**src/rtl/fpadd_pkg.sv**
```systemverilog
package fpadd_pkg;

    parameter int EXP_W  = 8;
    parameter int FRAC_W = 23;

    localparam int WORD_W   = 1 + EXP_W + FRAC_W;
    localparam int SIG_W    = FRAC_W + 1;
    localparam int GRS_W    = 3;
    localparam int EXT_W    = SIG_W + GRS_W;
    localparam int EXPI_W   = EXP_W + 2;
    localparam int EXC_W    = 8;
    localparam int EXP_ONES = (1 << EXP_W) - 1;

    localparam logic [WORD_W-1:0] DEFAULT_NAN = {1'b0, {EXP_W{1'b1}}, {FRAC_W{1'b1}}};

    typedef enum logic [1:0] {
        RM_NEAR = 2'b00,
        RM_ZERO = 2'b01,
        RM_DOWN = 2'b10,
        RM_UP   = 2'b11
    } rmode_e;

    typedef enum logic [2:0] {
        CL_ZERO,
        CL_NORM,
        CL_DENORM,
        CL_INF,
        CL_QNAN,
        CL_SNAN
    } fclass_e;

    typedef enum logic {
        ST_IDLE,
        ST_RESULT
    } state_e;

    typedef struct packed {
        logic              sign;
        logic [EXP_W-1:0]  exp;
        logic [FRAC_W-1:0] frac;
        fclass_e           cls;
        logic [EXPI_W-1:0] eff_exp;
        logic [SIG_W-1:0]  sig;
    } opnd_t;

    // Bit order matters: bit 7 down to bit 0.
    typedef struct packed {
        logic unordered;
        logic snan;
        logic operr;
        logic ovfl;
        logic unfl;
        logic divz;
        logic inex;
        logic inex_dec;
    } exc_t;

    function automatic int lead_zeros(input logic [EXT_W-1:0] v);
        int cnt;
        cnt = EXT_W;
        for (int i = 0; i < EXT_W; i++) begin
            if (v[i]) cnt = EXT_W - 1 - i;
        end
        return cnt;
    endfunction

endpackage

```
**src/rtl/fpadd_unpack.sv**
```systemverilog
module fpadd_unpack
    import fpadd_pkg::*;
(
    input  logic [WORD_W-1:0] word_i,
    output opnd_t             op_o
);

    logic              sgn;
    logic [EXP_W-1:0]  ex;
    logic [FRAC_W-1:0] fr;
    logic              ex_zero;
    logic              ex_ones;
    logic              fr_zero;
    fclass_e           cls;

    always_comb begin
        sgn     = word_i[WORD_W-1];
        ex      = word_i[WORD_W-2 -: EXP_W];
        fr      = word_i[FRAC_W-1:0];
        ex_zero = (ex == '0);
        ex_ones = &ex;
        fr_zero = (fr == '0);

        if (ex_ones) begin
            if (fr_zero)            cls = CL_INF;
            else if (fr[FRAC_W-1])  cls = CL_QNAN;
            else                    cls = CL_SNAN;
        end else if (ex_zero) begin
            cls = fr_zero ? CL_ZERO : CL_DENORM;
        end else begin
            cls = CL_NORM;
        end

        op_o.sign    = sgn;
        op_o.exp     = ex;
        op_o.frac    = fr;
        op_o.cls     = cls;
        op_o.eff_exp = ex_zero ? EXPI_W'(1) : EXPI_W'(ex);
        op_o.sig     = {~ex_zero, fr};
    end

endmodule

```
**src/rtl/fpadd_addnorm.sv**
```systemverilog
module fpadd_addnorm
    import fpadd_pkg::*;
(
    input  opnd_t             dst_i,
    input  opnd_t             src_i,
    input  rmode_e            rm_i,
    output logic              sign_o,
    output logic [EXPI_W-1:0] exp_o,
    output logic [EXT_W-1:0]  norm_o,
    output logic              zero_o
);

    opnd_t             big;
    opnd_t             sml;
    logic [EXPI_W-1:0] gap;
    logic [EXT_W-1:0]  big_ext;
    logic [EXT_W-1:0]  sml_ext;
    logic [EXT_W-1:0]  sml_sh;
    logic [EXT_W-1:0]  lost_mask;
    logic              sticky;
    logic              subtract;
    logic [EXT_W:0]    sum;
    int                lz;
    int                room;
    int                shamt;

    always_comb begin
        // Larger magnitude operand leads; ties keep the destination first.
        if ({src_i.exp, src_i.frac} > {dst_i.exp, dst_i.frac}) begin
            big = src_i;
            sml = dst_i;
        end else begin
            big = dst_i;
            sml = src_i;
        end

        gap       = big.eff_exp - sml.eff_exp;
        big_ext   = {big.sig, {GRS_W{1'b0}}};
        sml_ext   = {sml.sig, {GRS_W{1'b0}}};
        lost_mask = '0;

        if (gap >= EXPI_W'(EXT_W)) begin
            sml_sh = '0;
            sticky = |sml.sig;
        end else begin
            lost_mask = ~({EXT_W{1'b1}} << gap);
            sml_sh    = sml_ext >> gap;
            sticky    = |(sml_ext & lost_mask);
        end
        sml_sh[0] = sml_sh[0] | sticky;

        subtract = big.sign ^ sml.sign;
        sum = subtract ? ({1'b0, big_ext} - {1'b0, sml_sh})
                       : ({1'b0, big_ext} + {1'b0, sml_sh});

        zero_o = (sum == '0);
        if (zero_o) begin
            sign_o = (dst_i.sign == src_i.sign) ? dst_i.sign : (rm_i == RM_DOWN);
        end else begin
            sign_o = big.sign;
        end

        lz    = 0;
        room  = 0;
        shamt = 0;
        if (sum[EXT_W]) begin
            norm_o    = sum[EXT_W:1];
            norm_o[0] = sum[1] | sum[0];
            exp_o     = big.eff_exp + EXPI_W'(1);
        end else begin
            lz     = lead_zeros(sum[EXT_W-1:0]);
            room   = int'(big.eff_exp) - 1;
            shamt  = (lz < room) ? lz : room;
            norm_o = sum[EXT_W-1:0] << shamt;
            exp_o  = big.eff_exp - EXPI_W'(shamt);
        end
    end

endmodule

```
**src/rtl/fpadd_round.sv**
```systemverilog
module fpadd_round
    import fpadd_pkg::*;
(
    input  logic              sign_i,
    input  logic [EXPI_W-1:0] exp_i,
    input  logic [EXT_W-1:0]  norm_i,
    input  rmode_e            rm_i,
    output logic [WORD_W-1:0] word_o,
    output logic              ovfl_o,
    output logic              unfl_o,
    output logic              inex_o
);

    logic [SIG_W-1:0]  mant;
    logic              guard;
    logic              tail;
    logic              lost;
    logic              bump;
    logic              to_max;
    logic [SIG_W:0]    rounded;
    logic [EXPI_W-1:0] exp_r;
    logic [FRAC_W-1:0] frac_r;

    always_comb begin
        mant  = norm_i[EXT_W-1:GRS_W];
        guard = norm_i[GRS_W-1];
        tail  = |norm_i[GRS_W-2:0];
        lost  = guard | tail;

        unique case (rm_i)
            RM_NEAR: bump = guard & (tail | mant[0]);
            RM_ZERO: bump = 1'b0;
            RM_DOWN: bump = lost & sign_i;
            RM_UP:   bump = lost & ~sign_i;
            default: bump = 1'b0;
        endcase

        rounded = {1'b0, mant} + (SIG_W+1)'(bump);
        if (rounded[SIG_W]) begin
            exp_r  = exp_i + EXPI_W'(1);
            frac_r = '0;
        end else begin
            exp_r  = rounded[SIG_W-1] ? exp_i : '0;
            frac_r = rounded[FRAC_W-1:0];
        end

        ovfl_o = (exp_r >= EXPI_W'(EXP_ONES));
        unfl_o = ~norm_i[EXT_W-1] & lost;
        inex_o = lost | ovfl_o;

        to_max = (rm_i == RM_ZERO) ||
                 ((rm_i == RM_DOWN) && !sign_i) ||
                 ((rm_i == RM_UP) && sign_i);

        if (ovfl_o) begin
            if (to_max) word_o = {sign_i, {(EXP_W-1){1'b1}}, 1'b0, {FRAC_W{1'b1}}};
            else        word_o = {sign_i, {EXP_W{1'b1}}, {FRAC_W{1'b0}}};
        end else begin
            word_o = {sign_i, exp_r[EXP_W-1:0], frac_r};
        end
    end

endmodule

```
**src/rtl/fpadd_unit.sv**
```systemverilog
module fpadd_unit
    import fpadd_pkg::*;
(
    input  logic              clk,
    input  logic              rst,
    input  logic              start_i,
    input  logic [WORD_W-1:0] dst_i,
    input  logic [WORD_W-1:0] src_i,
    input  logic [1:0]        rmode_i,
    output logic              valid_o,
    output logic [WORD_W-1:0] result_o,
    output logic [EXC_W-1:0]  exc_o,
    output logic [EXC_W-1:0]  accrued_o
);

    state_e            state;
    state_e            state_nxt;
    rmode_e            rm;
    opnd_t             op_d;
    opnd_t             op_s;
    logic              ar_sign;
    logic [EXPI_W-1:0] ar_exp;
    logic [EXT_W-1:0]  ar_norm;
    logic              ar_zero;
    logic [WORD_W-1:0] rnd_word;
    logic              rnd_ovfl;
    logic              rnd_unfl;
    logic              rnd_inex;
    logic [WORD_W-1:0] nxt_res;
    exc_t              nxt_flags;
    logic              d_nan;
    logic              s_nan;
    logic [WORD_W-1:0] quiet_bit;
    logic [WORD_W-1:0] result_q;
    logic [EXC_W-1:0]  exc_q;
    logic [EXC_W-1:0]  acc_q;

    assign rm        = rmode_e'(rmode_i);
    assign quiet_bit = WORD_W'(1) << (FRAC_W - 1);

    fpadd_unpack u_unpack_dst (.word_i(dst_i), .op_o(op_d));
    fpadd_unpack u_unpack_src (.word_i(src_i), .op_o(op_s));

    fpadd_addnorm u_addnorm (
        .dst_i  (op_d),
        .src_i  (op_s),
        .rm_i   (rm),
        .sign_o (ar_sign),
        .exp_o  (ar_exp),
        .norm_o (ar_norm),
        .zero_o (ar_zero)
    );

    fpadd_round u_round (
        .sign_i (ar_sign),
        .exp_i  (ar_exp),
        .norm_i (ar_norm),
        .rm_i   (rm),
        .word_o (rnd_word),
        .ovfl_o (rnd_ovfl),
        .unfl_o (rnd_unfl),
        .inex_o (rnd_inex)
    );

    // Special-value selection ahead of the arithmetic result.
    always_comb begin
        d_nan     = (op_d.cls == CL_QNAN) || (op_d.cls == CL_SNAN);
        s_nan     = (op_s.cls == CL_QNAN) || (op_s.cls == CL_SNAN);
        nxt_flags = '0;
        nxt_res   = rnd_word;

        if (d_nan || s_nan) begin
            nxt_res        = d_nan ? (dst_i | quiet_bit) : (src_i | quiet_bit);
            nxt_flags.snan = (op_d.cls == CL_SNAN) || (op_s.cls == CL_SNAN);
        end else if ((op_d.cls == CL_INF) && (op_s.cls == CL_INF) &&
                     (op_d.sign != op_s.sign)) begin
            nxt_res         = DEFAULT_NAN;
            nxt_flags.operr = 1'b1;
        end else if (op_d.cls == CL_INF) begin
            nxt_res = dst_i;
        end else if (op_s.cls == CL_INF) begin
            nxt_res = src_i;
        end else if (ar_zero) begin
            nxt_res = {ar_sign, {(WORD_W-1){1'b0}}};
        end else begin
            nxt_res        = rnd_word;
            nxt_flags.ovfl = rnd_ovfl;
            nxt_flags.unfl = rnd_unfl;
            nxt_flags.inex = rnd_inex;
        end
    end

    // State register.
    always_ff @(posedge clk) begin
        if (rst) state <= ST_IDLE;
        else     state <= state_nxt;
    end

    always_comb begin
        state_nxt = state;
        unique case (state)
            ST_IDLE:   if (start_i) state_nxt = ST_RESULT;
            ST_RESULT: state_nxt = start_i ? ST_RESULT : ST_IDLE;
            default:   state_nxt = ST_IDLE;
        endcase
    end

    // Result capture on accept.
    always_ff @(posedge clk) begin
        if (rst) begin
            result_q <= '0;
            exc_q    <= '0;
            acc_q    <= '0;
        end else if (start_i) begin
            result_q <= nxt_res;
            exc_q    <= nxt_flags;
            acc_q    <= acc_q | nxt_flags;
        end
    end

    // Outputs.
    always_comb begin
        valid_o   = (state == ST_RESULT);
        result_o  = result_q;
        exc_o     = exc_q;
        accrued_o = acc_q;
    end

endmodule

```
**config.mk**
```make
export PLATFORM = sky130hd
export DESIGN_NAME = fpadd_unit
export DESIGN_NICKNAME = d
export VERILOG_FILES = /design/src/rtl/fpadd_pkg.sv /design/src/rtl/fpadd_unpack.sv /design/src/rtl/fpadd_addnorm.sv /design/src/rtl/fpadd_round.sv /design/src/rtl/fpadd_unit.sv
export SDC_FILE = /design/constraint.sdc
export NUM_CORES = 1
export LEC_CHECK = 0
export CELL_PAD_IN_SITES_DETAIL_PLACEMENT = 0
export CELL_PAD_IN_SITES_GLOBAL_PLACEMENT = 1
export CORE_ASPECT_RATIO = 1.1
export CORE_MARGIN = 3
export CORE_UTILIZATION = 52
export DETAILED_ROUTE_END_ITERATION = 12
export DONT_BUFFER_PORTS = 1
export GPL_ROUTABILITY_DRIVEN = 0
export PLACE_DENSITY_LB_ADDON = 0.1
export SYNTH_ARGS = -nofsm -noshare
export SYNTH_HDL_FRONTEND = slang
export SYNTH_SLANG_ARGS = --single-unit
```
**constraint.sdc**
```tcl
create_clock -name clk -period 38.3 [get_ports clk]
set_input_delay 3.83 -clock clk [delete_from_list [all_inputs] [get_ports clk]]
set_output_delay 3.83 -clock clk [all_outputs]
set_load 0.01 [all_outputs]
```
* Word level (Yosys, flattened, before mapping) *
Cells that the tools add are included.

operators by class
  $lt $le $gt $ge = 4
  $add $sub $neg = 8
  multiplexer cells = 75
  reductions and logical operators = 22
  eq/ne operators = 11
  bitwise operators = 17
  shift operators = 3

operators by type and width
  kind                      count
  $mux W32                  7
  $mux W69                  2
  $mux W5                   16
  $mux W31                  2
  $mux W27                  2
  $logic_not A23 Y1         2
  $lt A32 B32 Y1            1
  $mux W4                   8
  $shl A27 B32 Y27          1
  $gt A31 B31 Y1            1
  $mux W10                  3
  $add A27 B27 Y28          1
  $logic_not A28 Y1         1
  $mux W28                  1
  $sub A27 B27 Y28          1
  $and A27 B27 Y27          1
  $not A27 Y27              1
  $reduce_or A27 Y1         1
  $shl A27 B10 Y27 const A  1
  $shr A27 B10 Y27          1
  $add A24 B1 Y25           1
  $mux W24                  1
  $reduce_or A24 Y1         1
  $mux W23                  1
  other kinds (28)          82

word-level totals
  register bits after elaboration = 46
  input port bits = 69
  output and inout port bits = 49

* Depth between registers and ports, before layout *
  word-level depth = 61
  mapped depth = 78
  gate-level depth less buffers = 72

* Modules after synthesis *
A second synthesis with hierarchy kept.

second synthesis, totals
  cell total of the unflattened synthesis = 2404
  area, all modules = 16492.1 sq um

by module, submodules not included
  module         cells an instance  sequential area each (sq um)  area an instance (sq um)  times used
  fpadd_addnorm  1692               0.0                           11175.7                   1
  fpadd_unit     356                860.8                         2876.5                    1
  fpadd_round    186                0.0                           1286.2                    1
  fpadd_unpack   85                 0.0                           576.8                     2

* Worst setup path after synthesis *
No wires, ideal clock.

  path kind = input port to flip-flop
  from = in dst_i[13]
  to = reg result_q[22], in the netlist result_o[22]
  arrival = 18.783 ns
  path slack = 19.441 ns
  path buffers = 12
  stages = 70
  cell sequence = inv_1 -> ha_1 -> a21oi_1 -> a21boi_0 -> nor4_1 -> a211oi_4 -> nor2_1 -> buf_2 -> buf_2 -> buf_1 -> buf_1 -> mux2i_1 -> ha_1 -> clkbuf_1 -> clkbuf_1 -> buf_1 -> clkbuf_1 -> mux2i_1 -> [... 34 more ...] -> buf_4 -> mux2i_1 -> o22ai_1 -> o21ai_0 -> nand2_1 -> ha_1 -> ha_1 -> nand2_1 -> o31ai_2 -> nand4_2 -> or4_1 -> or3_1 -> or4_1 -> o211a_2 -> nor4_4 -> a21oi_4 -> mux2_4 -> o22ai_2

on the way
  cells in the longest elaborated chain, start to end = 57
  elaborated cells on any way between the ends = 95
  classes of those cells = add/sub (8); order compare (4); eq/ne (3); shift (3); mux (52); bitwise (11); reduce/logical (14)

RTL lines
  element               RTL line             RTL
  from (decl)           fpadd_unit.sv:7      input logic [WORD_W-1:0] dst_i,
  $gt A31 B31 Y1        fpadd_addnorm.sv:29  if ({src_i.exp, src_i.frac} > {dst_i.exp, dst_i.frac}) begin
  $mux W69              fpadd_addnorm.sv:29
  $sub A10 B10 Y10      fpadd_addnorm.sv:37  gap = big.eff_exp - sml.eff_exp;
  $shl A27 B10 Y27      fpadd_addnorm.sv:46  lost_mask = ~({EXT_W{1'b1}} << gap);
  $not A27 Y27          fpadd_addnorm.sv:46
  $and A27 B27 Y27      fpadd_addnorm.sv:48  sticky = |(sml_ext & lost_mask);
  $reduce_or A27 Y1     fpadd_addnorm.sv:48
  $mux W1               fpadd_addnorm.sv:42  if (gap >= EXPI_W'(EXT_W)) begin
  [... 41 more ...]     n/a
  $mux W10              fpadd_round.sv:39    if (rounded[SIG_W]) begin
  $ge A10 B8 Y1         fpadd_round.sv:47    ovfl_o = (exp_r >= EXPI_W'(EXP_ONES));
  $mux W31              fpadd_round.sv:55    if (ovfl_o) begin
  $mux W31              fpadd_unit.sv:83     end else if (ar_zero) begin
  $mux W32              fpadd_unit.sv:81     end else if (op_s.cls == CL_INF) begin
  $mux W32              fpadd_unit.sv:79     end else if (op_d.cls == CL_INF) begin
  $mux W32              fpadd_unit.sv:75     end else if ((op_d.cls == CL_INF) && (op_s.cls == CL_INF) &&
  $mux W32 *            fpadd_unit.sv:72     if (d_nan || s_nan) begin
  to (signal assigned)  fpadd_unit.sv:115    result_q <= nxt_res;
  to (decl)             fpadd_unit.sv:34     logic [WORD_W-1:0] result_q;

Every way passes the cells marked *; elsewhere a longest branch is shown, timed or not. The select of a mux whose other input is x is not followed.
A chain may end at the register's enable or synchronous reset.

* Final worst setup path *
  from = in dst_i[13]
  to = reg result_q[0], in the netlist result_o[0]

Same word-level chain as after synthesis.

==> metrics.cfg <==
[sta]
hold_viol_final = 0
setup_viol = 0
fin_crit_sh = 0.5899
rsz0062_at_grt = no
slew-limit-headroom = 0.2670
setup-tns-final_ps = 0
slew_violations = 0
finClkSkew_ps = 0
fin_ws_ps = 15710
fmax_ghz = 0.04426
period_needed_ps = 22590
tightest_slew_ps = 1069

[drt]
routedWlPerCell_microns = 25.81
dr.first_iter.drc_count = 2687
routed_wl_microns = 63490
ant_nets = 0
via_per_inst = 7.235
dr.pass1.iters = 6
route.detailed.drc = 0
vias = 17800

[synth]
synth_top_cells_by_area = mux2i_1 (8.7%), ha_1 (8.7%), a21oi_1 (7.1%), nand2_1 (6.1%), dfxtp_1 (5.9%)
syn-mean-instance-area_sq_um = 6.628
synth_cell_types = 110
synth_edf_count = 0
netlist.area_leader.share = 0.08714
yosysMostFrequentCell = nand2_1
async_reset_ff_frac = 0
synth.cell_area_sq_um = 14590
netlist_instances = 2201
ys_seq_area_frac = 0.05901
synthFlopType = dfxtp_1
synth_commonest_cells = nand2_1 (239), a21oi_1 (206), nor2_1 (202)
ys_seq_elements = 43
synth_top_area_cell = mux2i_1
synth_warnings = 0

[floorplanning]
die-width_microns = 165.7
die_area_sq_um = 30100
io_pins = 118
std_cell_rows = 63
die_y_microns = 181.7
initial_core_util = 0.5349
core-area_sq_um = 27270

[cells_and_area]
drive_gt1_frac = 0.05563
layout.cells.non_filler = 2460
ff_latch_area_sq_um = 860.8
nFillCells = 2830
syn_to_final_growth_pct = 1.561
diodes = 0
finalNetCount = 2274
multi_input_area_sq_um = 12750

[grt]
grt_pass1_wl_microns = 95200
grt_overflow = 0
grt_max_degree = 83
antenna_found_initial = 0
grt_pass1_vias = 16070
grt.total_usage = 0.3906

[clock_tree]
numCtsBuffers = 5
clk_latency_ps = 280
cts.sinks = 43
root_buffer = clkbuf_16
cts_resized = 0
h-tree-depth = 2
holdBufCountCts = 0
cts_tree = done
clkTransAtPathRegs_ps = 60
clk_path_buf_depth = 2
post_cts_buffers = 0

[worst_setup_path]
cpPeakStageDelay_ps = 780
critPathMaxFanout = 17
cp_common_cell = a21oi_1
cp-end-kind = flop
required_ps = 38500
path_class = in -> reg
slowest_stage = nor2_1
cp.arrival_ps = 22790
start_kind = input port

[pwr]
power_frac_seq = 0.105
power.leakage_nw = 6.103
ir_drop_uv = 46.60
powerDensity_nw_per_um2 = 54.36
clock_power_share = 0.050
p_int_w = 0.0003172
switching_share = 0.6062
pwr-share-comb = 0.845
p_switching_w = 0.0004882

[status]
status = finished clean

[placement]
place_inst = 2452
dpl_worst_slack_ps = 16070
port_buffers = 0
dp_hpwl_microns = 50110

[hold_path]
hold_path.class = reg -> reg

[run]
drv_cap = 0

## per-stage QoR
| stage | instance area (sq um) | hold WS [ps] | utilization | power, W |
|---|---|---|---|---|
| floorplan | 14610 | 469.6 | - | 0.0005652 |
| global placement | 14670 | 494.5 | 0.5380 | 0.0007335 |
| detailed placement | 14670 | 504.3 | 0.5380 | 0.0007359 |
| CTS | 14820 | 512.5 | 0.5432 | 0.0007793 |
| global route | 14820 | 516.3 | 0.5432 | 0.0008519 |
| finish | 14820 | 509.4 | 0.5432 | 0.0008053 |
## cell usage in the layout (no fill, tap or decap), drive strengths merged, types with 11 or more instances in the layout
cell type  count
inv          113
o211ai        50
nand2        239
and3          21
mux2i        128
nand2b        27
nor2b         17
o21a          18
a22oi         18
nand3         95
mux2          18
a21boi        11
nor4          25
a221oi        17
o21bai        11
or3           25
o21ai        163
ha           101
o31ai         16
dfxtp         43
xnor2         45
a211oi        29
xor2          22
nor2         202
nand4         21
nor3          75
or2           12
buf           24
o22ai         25
a21oi        207
o221ai        19
a31oi         27
a211o         11
and2          26
a21o          27
## worst max-delay path: cells and delay by family
| family | cells | cell delay (ps) |
|---|---|---|
| adder cells (fa/ha/maj) | 8 | 2160 |
| buffers and inverters | 5 | 890 |
| AO/OA/AOI/OAI | 31 | 7560 |
| multiplexers | 3 | 1310 |
| AND/OR/NAND/NOR | 23 | 7070 |
## sequential cells by signal, summed over array words and instances (netlist names)
signal / count
accrued_o: 5
exc_o: 5
result_o: 32
valid_o: 1
## power by group through the flow
| stage | clock network, W | registers, W | logic [W] |
|---|---|---|---|
| finish | 0.0000404 | 0.0000846 | 0.000680 |
| CTS | 0.0000410 | 0.0000848 | 0.000653 |
| global placement | 0 | 0.0000857 | 0.000648 |
| global route | 0.0000426 | 0.0000859 | 0.000723 |
| detailed placement | 0 | 0.0000858 | 0.000650 |
| floorplan | 0 | 0.0000784 | 0.000487 |
## worst paths after layout
path | start | end | slack, ps | depth (start not counted)
setup / recovery | dst_i[13] | result_o[0]$_SDFFE_PP0P_ | 15710 | 70
hold / removal | accrued_o[3]$_SDFFE_PP0P_ | accrued_o[3]$_SDFFE_PP0P_ | 510 | 2
hold reg to reg | accrued_o[3]$_SDFFE_PP0P_ | accrued_o[3]$_SDFFE_PP0P_ | 510 | 2
setup reg to reg | result_o[13]$_SDFFE_PP0P_ | result_o[13]$_SDFFE_PP0P_ | 37290 | 4
## final cells by class
type / instances / share of cell area
Clock inverter: 2 / 0.0008445
Tap cell: 357 / 0.03015
Sequential cell: 43 / 0.05810
Timing Repair Buffer: 24 / 0.01216
Multi-Input combinational cell: 1913 / 0.8609
Clock buffer: 6 / 0.008699
Inverter: 115 / 0.02914
## cell families after synthesis
kind of cell | count (synthesis) | share of synthesized area
and+or+nand+nor | 820 | 0.2723
DFF | 43 | 0.05901
muxes | 155 | 0.1164
buffers and inverters | 250 | 0.07162
xor gates and xnor gates | 67 | 0.04023
AOI/OAI and AO/OA | 759 | 0.3487
other | 1 | 0.0002571
adders and majority gates | 106 | 0.09143
## metal layers
layer	up-vias	share of wire	wire length [microns]	global-route usage
met3	274	0.11	6880	0.07468
met5	-	0	0	0
met1	8240	0.38	24160	0.4978
met4	0	0.083	5250	0.2483
met2	1238	0.43	27200	0.6056
li1	8047	-	-	-
(Power assumes the default switching activity.)
